## src/rtl/qdrp_pkg.sv

```systemverilog
package qdrp_pkg;
    typedef enum logic {
        SEQ_LO = 1'b0,
        SEQ_HI = 1'b1
    } seq_e;
endpackage

```

## src/rtl/qdrp_seq.sv

```systemverilog
module qdrp_seq
    import qdrp_pkg::*;
(
    input  logic clk,
    input  logic rst,
    output seq_e state,
    output logic lo_edge
);
    seq_e nxt;

    always_ff @(posedge clk) begin
        if (rst) state <= SEQ_LO;
        else     state <= nxt;
    end

    always_comb begin
        nxt = state;
        unique case (state)
            SEQ_LO: nxt = SEQ_HI;
            SEQ_HI: nxt = SEQ_LO;
        endcase
    end

    always_comb begin
        lo_edge = (state == SEQ_LO);
    end
endmodule

```

## src/rtl/qdrp_issue.sv

```systemverilog
module qdrp_issue #(
    parameter int HW = 18,
    parameter int AW = 18
) (
    input  logic          clk,
    input  logic          rst,
    input  logic          lo_edge,
    input  logic          wr_req,
    input  logic [AW-1:0] wr_addr,
    input  logic [2*HW-1:0] wr_data,
    input  logic          rd_req,
    input  logic [AW-1:0] rd_addr,
    output logic [AW-1:0] mem_addr,
    output logic [HW-1:0] mem_wdata,
    output logic          mem_rsel_n,
    output logic          mem_wsel_n,
    output logic          rd_issue
);
    logic [HW-1:0] wr_hi_q;
    logic [AW-1:0] wr_addr_q;

    always_ff @(posedge clk) begin
        if (rst) begin
            mem_addr   <= '0;
            mem_wdata  <= '0;
            wr_hi_q    <= '0;
            wr_addr_q  <= '0;
            mem_rsel_n <= 1'b1;
            mem_wsel_n <= 1'b1;
        end else if (lo_edge) begin
            mem_addr   <= rd_addr;
            mem_wdata  <= wr_data[HW-1:0];
            wr_hi_q    <= wr_data[2*HW-1:HW];
            wr_addr_q  <= wr_addr;
            mem_rsel_n <= ~rd_req;
            mem_wsel_n <= ~wr_req;
        end else begin
            mem_addr   <= wr_addr_q;
            mem_wdata  <= wr_hi_q;
        end
    end

    assign rd_issue = lo_edge & rd_req & ~rst;
endmodule

```

## src/rtl/qdrp_return.sv

```systemverilog
module qdrp_return #(
    parameter int HW     = 18,
    parameter int RD_LAT = 2
) (
    input  logic            clk,
    input  logic            rst,
    input  logic            rd_issue,
    input  logic [HW-1:0]   mem_rdata,
    output logic [2*HW-1:0] rd_data,
    output logic            rd_valid
);
    localparam int LO_TAP = 2 * RD_LAT + 1;
    localparam int HI_TAP = LO_TAP + 1;
    localparam int PW     = HI_TAP + 1;

    logic [PW-1:0] pipe_q;
    logic [HW-1:0] rin_q;
    logic [HW-1:0] lo_q;

    always_ff @(posedge clk) begin
        if (rst) begin
            pipe_q   <= '0;
            rin_q    <= '0;
            lo_q     <= '0;
            rd_data  <= '0;
            rd_valid <= 1'b0;
        end else begin
            pipe_q   <= {pipe_q[PW-2:0], rd_issue};
            rin_q    <= mem_rdata;
            rd_valid <= pipe_q[HI_TAP];
            if (pipe_q[LO_TAP]) lo_q <= rin_q;
            if (pipe_q[HI_TAP]) rd_data <= {rin_q, lo_q};
        end
    end
endmodule

```

## src/rtl/qdrp_port_ctrl.sv

```systemverilog
module qdrp_port_ctrl
    import qdrp_pkg::*;
#(
    parameter int HW     = 18,
    parameter int AW     = 18,
    parameter int RD_LAT = 2
) (
    input  logic            clk,
    input  logic            rst,
    input  logic            wr_req,
    input  logic [AW-1:0]   wr_addr,
    input  logic [2*HW-1:0] wr_data,
    input  logic            rd_req,
    input  logic [AW-1:0]   rd_addr,
    output logic [2*HW-1:0] rd_data,
    output logic            rd_valid,
    output logic [AW-1:0]   mem_addr,
    output logic [HW-1:0]   mem_wdata,
    input  logic [HW-1:0]   mem_rdata,
    output logic            mem_rsel_n,
    output logic            mem_wsel_n
);
    seq_e seq_state;
    logic lo_edge;
    logic rd_issue;

    qdrp_seq u_seq (
        .clk     (clk),
        .rst     (rst),
        .state   (seq_state),
        .lo_edge (lo_edge)
    );

    qdrp_issue #(.HW(HW), .AW(AW)) u_issue (
        .clk        (clk),
        .rst        (rst),
        .lo_edge    (lo_edge),
        .wr_req     (wr_req),
        .wr_addr    (wr_addr),
        .wr_data    (wr_data),
        .rd_req     (rd_req),
        .rd_addr    (rd_addr),
        .mem_addr   (mem_addr),
        .mem_wdata  (mem_wdata),
        .mem_rsel_n (mem_rsel_n),
        .mem_wsel_n (mem_wsel_n),
        .rd_issue   (rd_issue)
    );

    qdrp_return #(.HW(HW), .RD_LAT(RD_LAT)) u_ret (
        .clk       (clk),
        .rst       (rst),
        .rd_issue  (rd_issue),
        .mem_rdata (mem_rdata),
        .rd_data   (rd_data),
        .rd_valid  (rd_valid)
    );
endmodule

```

## config.mk

```make
export PLATFORM = sky130hd
export DESIGN_NAME = qdrp_port_ctrl
export DESIGN_NICKNAME = d
export VERILOG_FILES = /design/src/rtl/qdrp_pkg.sv /design/src/rtl/qdrp_seq.sv /design/src/rtl/qdrp_issue.sv /design/src/rtl/qdrp_return.sv /design/src/rtl/qdrp_port_ctrl.sv
export SDC_FILE = /design/constraint.sdc
export NUM_CORES = 1
export LEC_CHECK = 0
export ABC_AREA = 1
export BUFFER_PORTS_ARGS = -buffer_cell sky130_fd_sc_hd__buf_2
export CAP_MARGIN = 30
export CORE_MARGIN = 2
export CORE_UTILIZATION = 35
export CTS_CLUSTER_SIZE = 30
export DETAILED_ROUTE_END_ITERATION = 12
export GPL_TIMING_DRIVEN = 0
export PLACE_DENSITY = 0.64
export SLEW_MARGIN = 40
export SYNTH_ARGS = -nofsm -noshare
export SYNTH_HDL_FRONTEND = slang
export SYNTH_SLANG_ARGS = --single-unit
export TNS_END_PERCENT = 1
```

## constraint.sdc

```tcl
create_clock -name clk -period 0.9 [get_ports clk]
set_input_delay 0.135 -clock clk [delete_from_list [all_inputs] [get_ports clk]]
set_output_delay 0.135 -clock clk [all_outputs]
set_load 0.03 [all_outputs]
```

# After elaboration in Yosys (flattened, before gate mapping)
# Cells that the tools add are included.
# W data, S select, Z words.
[word_totals]
register_bits = 155
latchBits = 0
mem_bits_rw = 0
rom_bits = 0
input_bits = 94
out_inout_bits = 75
elab_cells = 21
mem_count = 0
[classes]
addsub = 0
multipliers = 0
div_mod_pow = 0
n_lt_le_gt_ge = 0
eq_ne = 0
shifts = 0
muxes = 3
n_bitwise = 6
reduce_logical = 0
[ops]
columns = ["operator", "count"]
rows = [
  ["$mux W18", 2],
  ["$not A1 Y1", 4],
  ["$and A1 B1 Y1", 2],
  ["$pmux W1 S2", 1],
]

# Logic depth before layout (Yosys ltp)
# Gate-level depths: netlist of the first run.
[depth]
depth_word = 3
mapped_depth = 6
mapped_depth_nobuf = 4

# By module
# A second synthesis of the first run with hierarchy kept.
[unflattened]
cells_unflattened = 695
hier_area_um2 = 5569.1
[by_module_without_submodules]
columns = ["module", "n_inst", "cells_per_inst", "area_per_inst_um2"]
rows = [
  ["qdrp_return", 1, 405, 3119.2],
  ["qdrp_issue", 1, 287, 2422.3],
  ["qdrp_seq", 1, 3, 27.5],
]

# Worst setup path before layout of the first run
# Ideal clock, no wire load.
[synth_timing]
kind = "register to register"
startpoint = "reg u_seq.state"
endpoint = "reg u_issue.mem_wdata[10]"
t_arrival_ns = 0.853
required_time_ns = 0.841
setup_slack_ns = -0.012
stages_incl_launch_ff = 6
n_path_buf = 2
path_cell_list = "dfxtp_1 buf_4 nor2_8 buf_2 nand2_1 nand2_1"
[synth_between]
elab_chain_cells = 1
[synth_rtl]
columns = ["item", "line_no", "text"]
rows = [
  ["from (decl)", "qdrp_seq.sv:6", "output seq_e state,"],
  ["from (signal assigned)", "qdrp_seq.sv:13", "else state <= nxt;"],
  ["$mux W18", "qdrp_issue.sv:30", "end else if (lo_edge) begin"],
  ["to (signal assigned)", "qdrp_issue.sv:32", "mem_wdata <= wr_data[HW-1:0];"],
  ["to (signal assigned)", "qdrp_issue.sv:39", "mem_wdata <= wr_hi_q;"],
  ["to (decl)", "qdrp_issue.sv:14", "output logic [HW-1:0] mem_wdata,"],
]
# No other way between the ends.
# A chain may end at the register's enable or synchronous reset.

# Worst setup path after layout of the first run
[layout_timing]
startpoint = "reg u_ret.rd_data[32]"
endpoint = "out rd_data[32]"
[layout_lines]
columns = ["item", "line_no", "text"]
rows = [
  ["from (decl)", "qdrp_return.sv:9", "output logic [2*HW-1:0] rd_data,"],
  ["from (signal assigned)", "qdrp_return.sv:32", "if (pipe_q[HI_TAP]) rd_data <= {rin_q, lo_q};"],
  ["to (decl)", "qdrp_port_ctrl.sv:15", "output logic [2*HW-1:0] rd_data,"],
]
# No word-level cell between the ends.

==> summary.md, run 1 <==
| Metric | Value |
|---|---|
| Outcome | finished, violations left |
| Failing checks | setup timing |
| Max IR drop VDD | around 1300 uV |
| Worst-margin pin slew | between 0.3 and 0.4 ns |
| FMAX | around 0.95 GHz |
| Switching fraction of total power | between 20% and 30% |
| Post-synthesis cell type count | 14 |
| Max-Cap Viols | 0 |
| Max incr delay on CP | about 0.36 ns |
| Most frequent cells in the layout | nand2_1 (247), nor2_1 (130), buf_2 (95) |
| Top sig layer | met4 |
| Comb pwr share | between 10% and 20% |
| Met3 routed WL | approximately 1.0 mm |
| CTS buffer count | 17 |
| Arr. time, crit path | 0.91 ns |
| Power Internal | 0.01288 W |
| PortBufs | about 170 |
| Synth Area in Compound Gates | 0% |
| DRT antenna net count | 0 |
| Synth top area share | 56.88% |
| PwrDens | between 1500 and 2000 nW/um^2 |
| Clock Latency Late Sink | ~0.43 ns |
| Kind of critical path | flop to primary output |
| Leakage | 4.282 nW |
| Worst hold path class | primary input to flop |
| Met1 wire length | 5.959 mm |
| Initial antenna violation count | 0 |
| Mapped Area | 5455 um^2 |
| Net switching power | 0.003908 W |
| Final setup viols | 147 |
| Max clock buf depth | 2 |
| Post-Route Skew | approximately 0.0088 ns |
| Routed WL | between 15 and 20 mm |
| Leading post-synthesis cells by cell area | dfxtp_1 (57%), nand2_1 (18%), nor2_1 (9.2%), nand3_2 (5.5%), inv_1 (4.4%) |
| Crit-path max FO | 2 |
| CP top delay family | flip-flops |
| GPL Wtd Cong | just over 0.8 |
| Die ar. | 16600 um^2 |
| Largest family of logic cells by synthesized area | simple AND/OR/NAND/NOR gates |
| R2R setup slack | -0.09 ns |
| Synth Area per Inst | 7.952 um^2 |
| Post-detail-place hpwl | about 9.6 mm |
| Worst setup EP type | primary output |
| Largest net degree at the start of global routing | 17 |
| Period utilisation layout | 116.5% |
| # clock sinks | 155 |
| Post-Synth XOR/XNOR Area | 0% |
| Clk pin slew, worst setup/hold paths | roughly 0.060 ns |
| Post-Syn Instances | ~690 |
| Routed WL per cell | between 10 and 15 um |
| Worst setup SP type | flop |
| I/O pins | ~170 |
| # rows | 45 |
| Clk pwr share | between 40% and 50% |
| Cell taking the most area after synthesis | dfxtp_1 |
| CP Cell Sequence | buf_6 |
| All-Layer GR Usage | a little under a fifth |
| Layout Nets | between 1000 and 1500 |
| Die height | between 100 and 150 um |
| CTS H-tree lvls | 4 |
| Number of global-route vias before repair | between 5000 and 6000 |
| Global-route wire length before repair | roughly 24 mm |
| Vias per inst | between 4 and 5 |
| Seq pwr share | ~44% |
| Remaining routing DRC violations | 0 |
| Final antenna diode count | 0 |
| Hold Vio Cnt, Final | 0 |
| Layout cells sized above 1 | a little under two fifths |
| Register area share after synthesis | between 50% and 60% |
| Synth Area in Simple Gates | approximately 33% |
| Final core occ | between 50 and 60% |
| Vias post-DR | between 5000 and 6000 |
| First-pass DRT Iterations | 4 |
| P&R area growth vs syn | 63.03% |
| Syn_nets | 780 |
| Starting Density | roughly 36% |
| Place WS | -0.2159 ns |
| Crit path buffers/inverters | 1 |
| CTS tree | built |
| DR iter-0 viols | 191 |
| Final Hold Slack | 0.1666 ns |
| Die width | ~130 um |
| Commonest non-fill, non-tap cell in the layout | nand2_1 |
| Req. time, crit path | approximately 0.76 ns |
| Mux share of post-synthesis cell area | 0% |
| Grt ovf | 0 |
| Synth Area in Adders | 0% |
| Slew headroom | between 70% and 80% |
| Worst Slack Setup Final | -0.1488 ns |
| RSZ-0062 raised after global routing | true |
| Ys Warns | 0 |
| Clk root buf | clkbuf_16 |
| Met2 Wirelength | approximately 7.8 mm |
| Yosys reg bits | ~160 |
| Crit path max-delay cell type | dfxtp_2 |
| Pins Over Slew Limit | 0 |
| Core footprint | around 15000 um^2 |
| Min Tclk post-route | about 1.0 ns |
-- stage by stage --
step	area (um^2)	setup TNS (ns)	total power [W]	std cells
after floorplan	5455	-0.4590	0.008212	686
after CTS	8757	-14.61	0.01685	1167
final	8894	-11.36	0.01679	1172
after global routing	8894	-18.36	0.01741	1172
after detailed placement	6526	-16.66	0.008716	1041
after global placement	6526	-15.49	0.008702	1041
-- cell type report --
class                      instances  area, um^2
fill                            1284        6309
timing repair buffer             267        2316
clock inverter                    13       187.7
multi-input combinational        429        1856
buffer                            36       406.6
sequential                       155        3203
inverter                          65       246.5
tap                              188       235.2
clock buffer                      19       442.9
-- power groups by stage --
stage / clock network [W] / logic, W / registers, W
2_1_floorplan: 0 / 0.000570 / 0.00764
3_3_place_gp: 0 / 0.00131 / 0.00739
3_5_place_dp: 0 / 0.00132 / 0.00740
4_1_cts: 0.00774 / 0.00181 / 0.00730
5_1_grt: 0.00802 / 0.00206 / 0.00733
6_report: 0.00759 / 0.00189 / 0.00731
-- sequential cells by signal (all words and copies together), names as in the netlist, 7 cells and up --
register	count
u_ret.pipe_q	7
u_issue.wr_addr_q	18
u_ret.rd_data	36
u_issue.mem_wdata	18
u_issue.wr_hi_q	18
u_ret.lo_q	18
u_issue.mem_addr	18
u_ret.rin_q	18
-- cell usage after synthesis --
cell / number
nand2_1: 256
dfxtp_1: 155
nor2_1: 133
inv_1: 64
nand3_2: 30
buf_2: 22
nand3_1: 8
buf_6: 6
buf_4: 5
buf_8: 3
buf_12: 1
inv_4: 1
nor2_8: 1
nor3_1: 1
-- kinds of logic after synthesis --
logic type             after synthesis
AND/OR/NAND/NOR                    429
flip-flops                         155
buffers and inverters              102
-- path summary, 6_finish.rpt --
check	end	startpoint	depth (start not counted)
max	rd_data[32]	u_ret.rd_data[32]	1
min	u_issue.mem_addr[17]	rst	5
max reg2reg	u_issue.mem_wdata[16]	u_seq.state	5
min reg2reg	u_ret.pipe_q[2]	u_ret.pipe_q[1]	2
-- routing by layer --
metal	GRT usage [%]	vias to the layer above
met5	0	-
met4	7.289	0
met3	6.653	18
met2	34.08	161
met1	19.88	2262
li1	-	2597
-- repair_timing --
action	CTS	global route
resized for setup	257	31
endpoints found under the setup margin	206	202
pin swaps	1	4
cloned	0	1
setup buffers	0	5
hold buffers	94	0
endpoints found under the hold margin	95	0
Note: power is estimated with default switching activity, not from simulation.
==> run 2: changes to the inputs <==
Settings changed: BUFFER_PORTS_ARGS -buffer_cell sky130_fd_sc_hd__buf_2 to -buffer_cell sky130_fd_sc_hd__buf_4, CAP_MARGIN 30 to not set, CELL_PAD_IN_SITES_DETAIL_PLACEMENT set to 1, CELL_PAD_IN_SITES_GLOBAL_PLACEMENT set to 2, CORE_UTILIZATION 35 to 25, PLACE_DENSITY 0.64 to 0.78.
==> run 2 against run 1 <==
Net effect: clock power fell by 7.9%; non-clock buffer count did not move; critical path type unchanged; the flow still finishes with violations (setup timing); sequential power barely moved.
==> summary.md, run 2 (same netlist as run 1, synthesis figures left out) <==
| Metric | Value |
|---|---|
| Outcome | finished, violations left |
| Failing checks | setup timing |
| Filler Cells Inserted | 2530 (+97%) |
| Number of global-route vias before repair | 5254 (+4.4%) |
| Vias per inst | 4.003 (-6.9%) |
| Initial antenna violation count | 0 (unchanged) |
| Worst hold path class | primary input to flop |
| PortBufs | 167 (unchanged) |
| Layout cells sized above 1 | 38.38% (+1.6 points) |
| Clk root buf | clkbuf_16 |
| Largest net degree at the start of global routing | 17 (unchanged) |
| Sum Neg Setup Slack | -14.61 ns (-3.243 ns) |
| Vias post-DR | 5064 (+0.52%) |
| # clock sinks | 155 (unchanged) |
| Crit path buffers/inverters | 1 (unchanged) |
| All-Layer GR Usage | 15.35% (-3.4 points) |
| DR iter-0 viols | 139 (-27%) |
| Tot Pwr | 0.01640 W (-2.3%) |
| Max incr delay on CP | 0.36 ns (about the same) |
| Kind of critical path | flop to primary output |
| Pins Over Slew Limit | 0 (unchanged) |
| Crit. path cell count | 1 (unchanged) |
| FMAX | 0.9474 GHz (-0.63%) |
| Period utilisation layout | 117.3% (+0.74 points) |
| Commonest non-fill, non-tap cell in the layout | nand2_1 |
| First-pass DRT Iterations | 4 (unchanged) |
| Die width | 151.7 um (+18%) |
| Clk pin slew, worst setup/hold paths | 0.06 ns (about the same) |
| Worst hold path stage count | 2 (-3) |
| DRT antenna net count | 0 (unchanged) |
| Routed WL | 17.25 mm (+14%) |
| Clock Latency Late Sink | 0.43 ns (about the same) |
| CTS H-tree lvls | 4 (unchanged) |
| Req. time, crit path | 0.76 ns (about the same) |
| PwrDens | 1763 nW/um^2 (-6.6%) |
| Min Tclk post-route | 1.055 ns (+0.006657 ns) |
| Hold Vio Cnt, Final | 0 (unchanged) |
| CTS buffer count | 17 (unchanged) |
| Worst-margin pin slew | 0.2972 ns (-0.06165 ns) |
| Worst setup EP type | primary output |
| Biggest register | u_ret.rd_data |
| Die height | 151.7 um (+18%) |
| Max IR drop VDD | 1258 uV (+0.14%) |
| Crit path max-delay cell type | dfxtp_2 |
| Final antenna diode count | 0 (unchanged) |
| CTS tree | built |
| # rows | 54 (+20%) |
| Post-Route Skew | 0.01065 ns (+0.001863 ns) |
| Crit-path max FO | 2 (unchanged) |
| Worst Slack Setup Final | -0.1555 ns (-0.006657 ns) |
| Routed WL per cell | 13.63 um (+5.9%) |
| Max-Cap Viols | 0 (unchanged) |
| Global-route wire length before repair | 26.77 mm (+11%) |
| GPL Wtd Cong | 0.7063 (-14%) |
| Worst setup SP type | flop |
| CP Cell Sequence | buf_6 |
| Final setup viols | 165 (+12%) |
| Core footprint | 21620 um^2 (+42%) |
| Grt ovf | 0 (unchanged) |
| P&R area growth vs syn | 70.60% |
| Number of flip-flops in the largest register | 36 (unchanged) |
| Leakage | 4.358 nW (+1.8%) |
| Arr. time, crit path | 0.92 ns (about the same) |
| Starting Density | 25.23% (-11 points) |
| Remaining routing DRC violations | 0 (unchanged) |
| Most frequent cells in the layout | nand2_1 (238), nor2_1 (127), buf_4 (99) |
| CP top delay family | flip-flops |
| Post-detail-place hpwl | 11.63 mm (+21%) |
| Max clock buf depth | 2 (unchanged) |
| I/O pins | 169 (unchanged) |
| RSZ-0062 raised after global routing | true |
| Final Hold Slack | 0.01799 ns (-0.1486 ns) |
| Die ar. | 23020 um^2 (+39%) |
| Layout Nets | 1066 (+0.094%) |
| Worst R2R Path Depth | 6 (+1) |
| Slew headroom | 80.19% (+4.2 points) |
## run 2: stage by stage
step	utilization [%]	setup slack (ns)	area, um^2	cells
3_3_place_gp	32.65	-0.2729	7059	1133
3_5_place_dp	32.65	-0.2620	7059	1133
5_1_grt	43.04	-0.1825	9306	1265
4_1_cts	42.20	-0.1687	9124	1260
6_report	43.04	-0.1555	9306	1265
2_1_floorplan	-	-0.01168	5455	686
## run 2: area by class of cell
cell class / instances / area, um^2 / share of cell area (%)
inverter: 65 / 246.5 / 2.649
multi-input combinational: 430 / 1914 / 20.57
buffer: 37 / 446.7 / 4.800
sequential: 155 / 3202 / 34.40
timing repair buffer: 266 / 2576 / 27.68
tap: 280 / 350.3 / 3.764
clock buffer: 20 / 456.7 / 4.907
clock inverter: 12 / 113.9 / 1.223
## run 2: path summary, 6_finish.rpt
path | from | end | slack (ns)
max reg2reg | u_seq.state | u_issue.mem_wdata[14] | -0.12
min reg2reg | u_ret.pipe_q[4] | u_ret.pipe_q[5] | 0.40
min | rst | u_ret.rin_q[0] | 0.02
max | u_ret.rd_data[29] | rd_data[29] | -0.16
## run 2: repair_timing
item	in CTS	in global routing
hold buffers	92	0
gates resized for setup	196	35
cloned	2	2
pin swaps	2	2
setup endpoints to repair	207	205
buffers inserted	1	3
hold endpoints to repair	93	0
## run 2: layer usage
metal / GRT usage (%) / vias up / routed length (um)
li1: - / 2598 / -
met1: 17.03 / 2324 / 7078
met2: 27.75 / 126 / 8909
met3: 4.940 / 16 / 1048
met4: 4.861 / 0 / 212
met5: 0 / - / 0
## run 2: report_power, final
part           internal [W]  switching, W  leakage [nW]  total (W)
logic               0.00112      0.000998          2.79    0.00212
registers           0.00718      0.000122          1.30    0.00730
clock network       0.00398       0.00301         0.269    0.00699
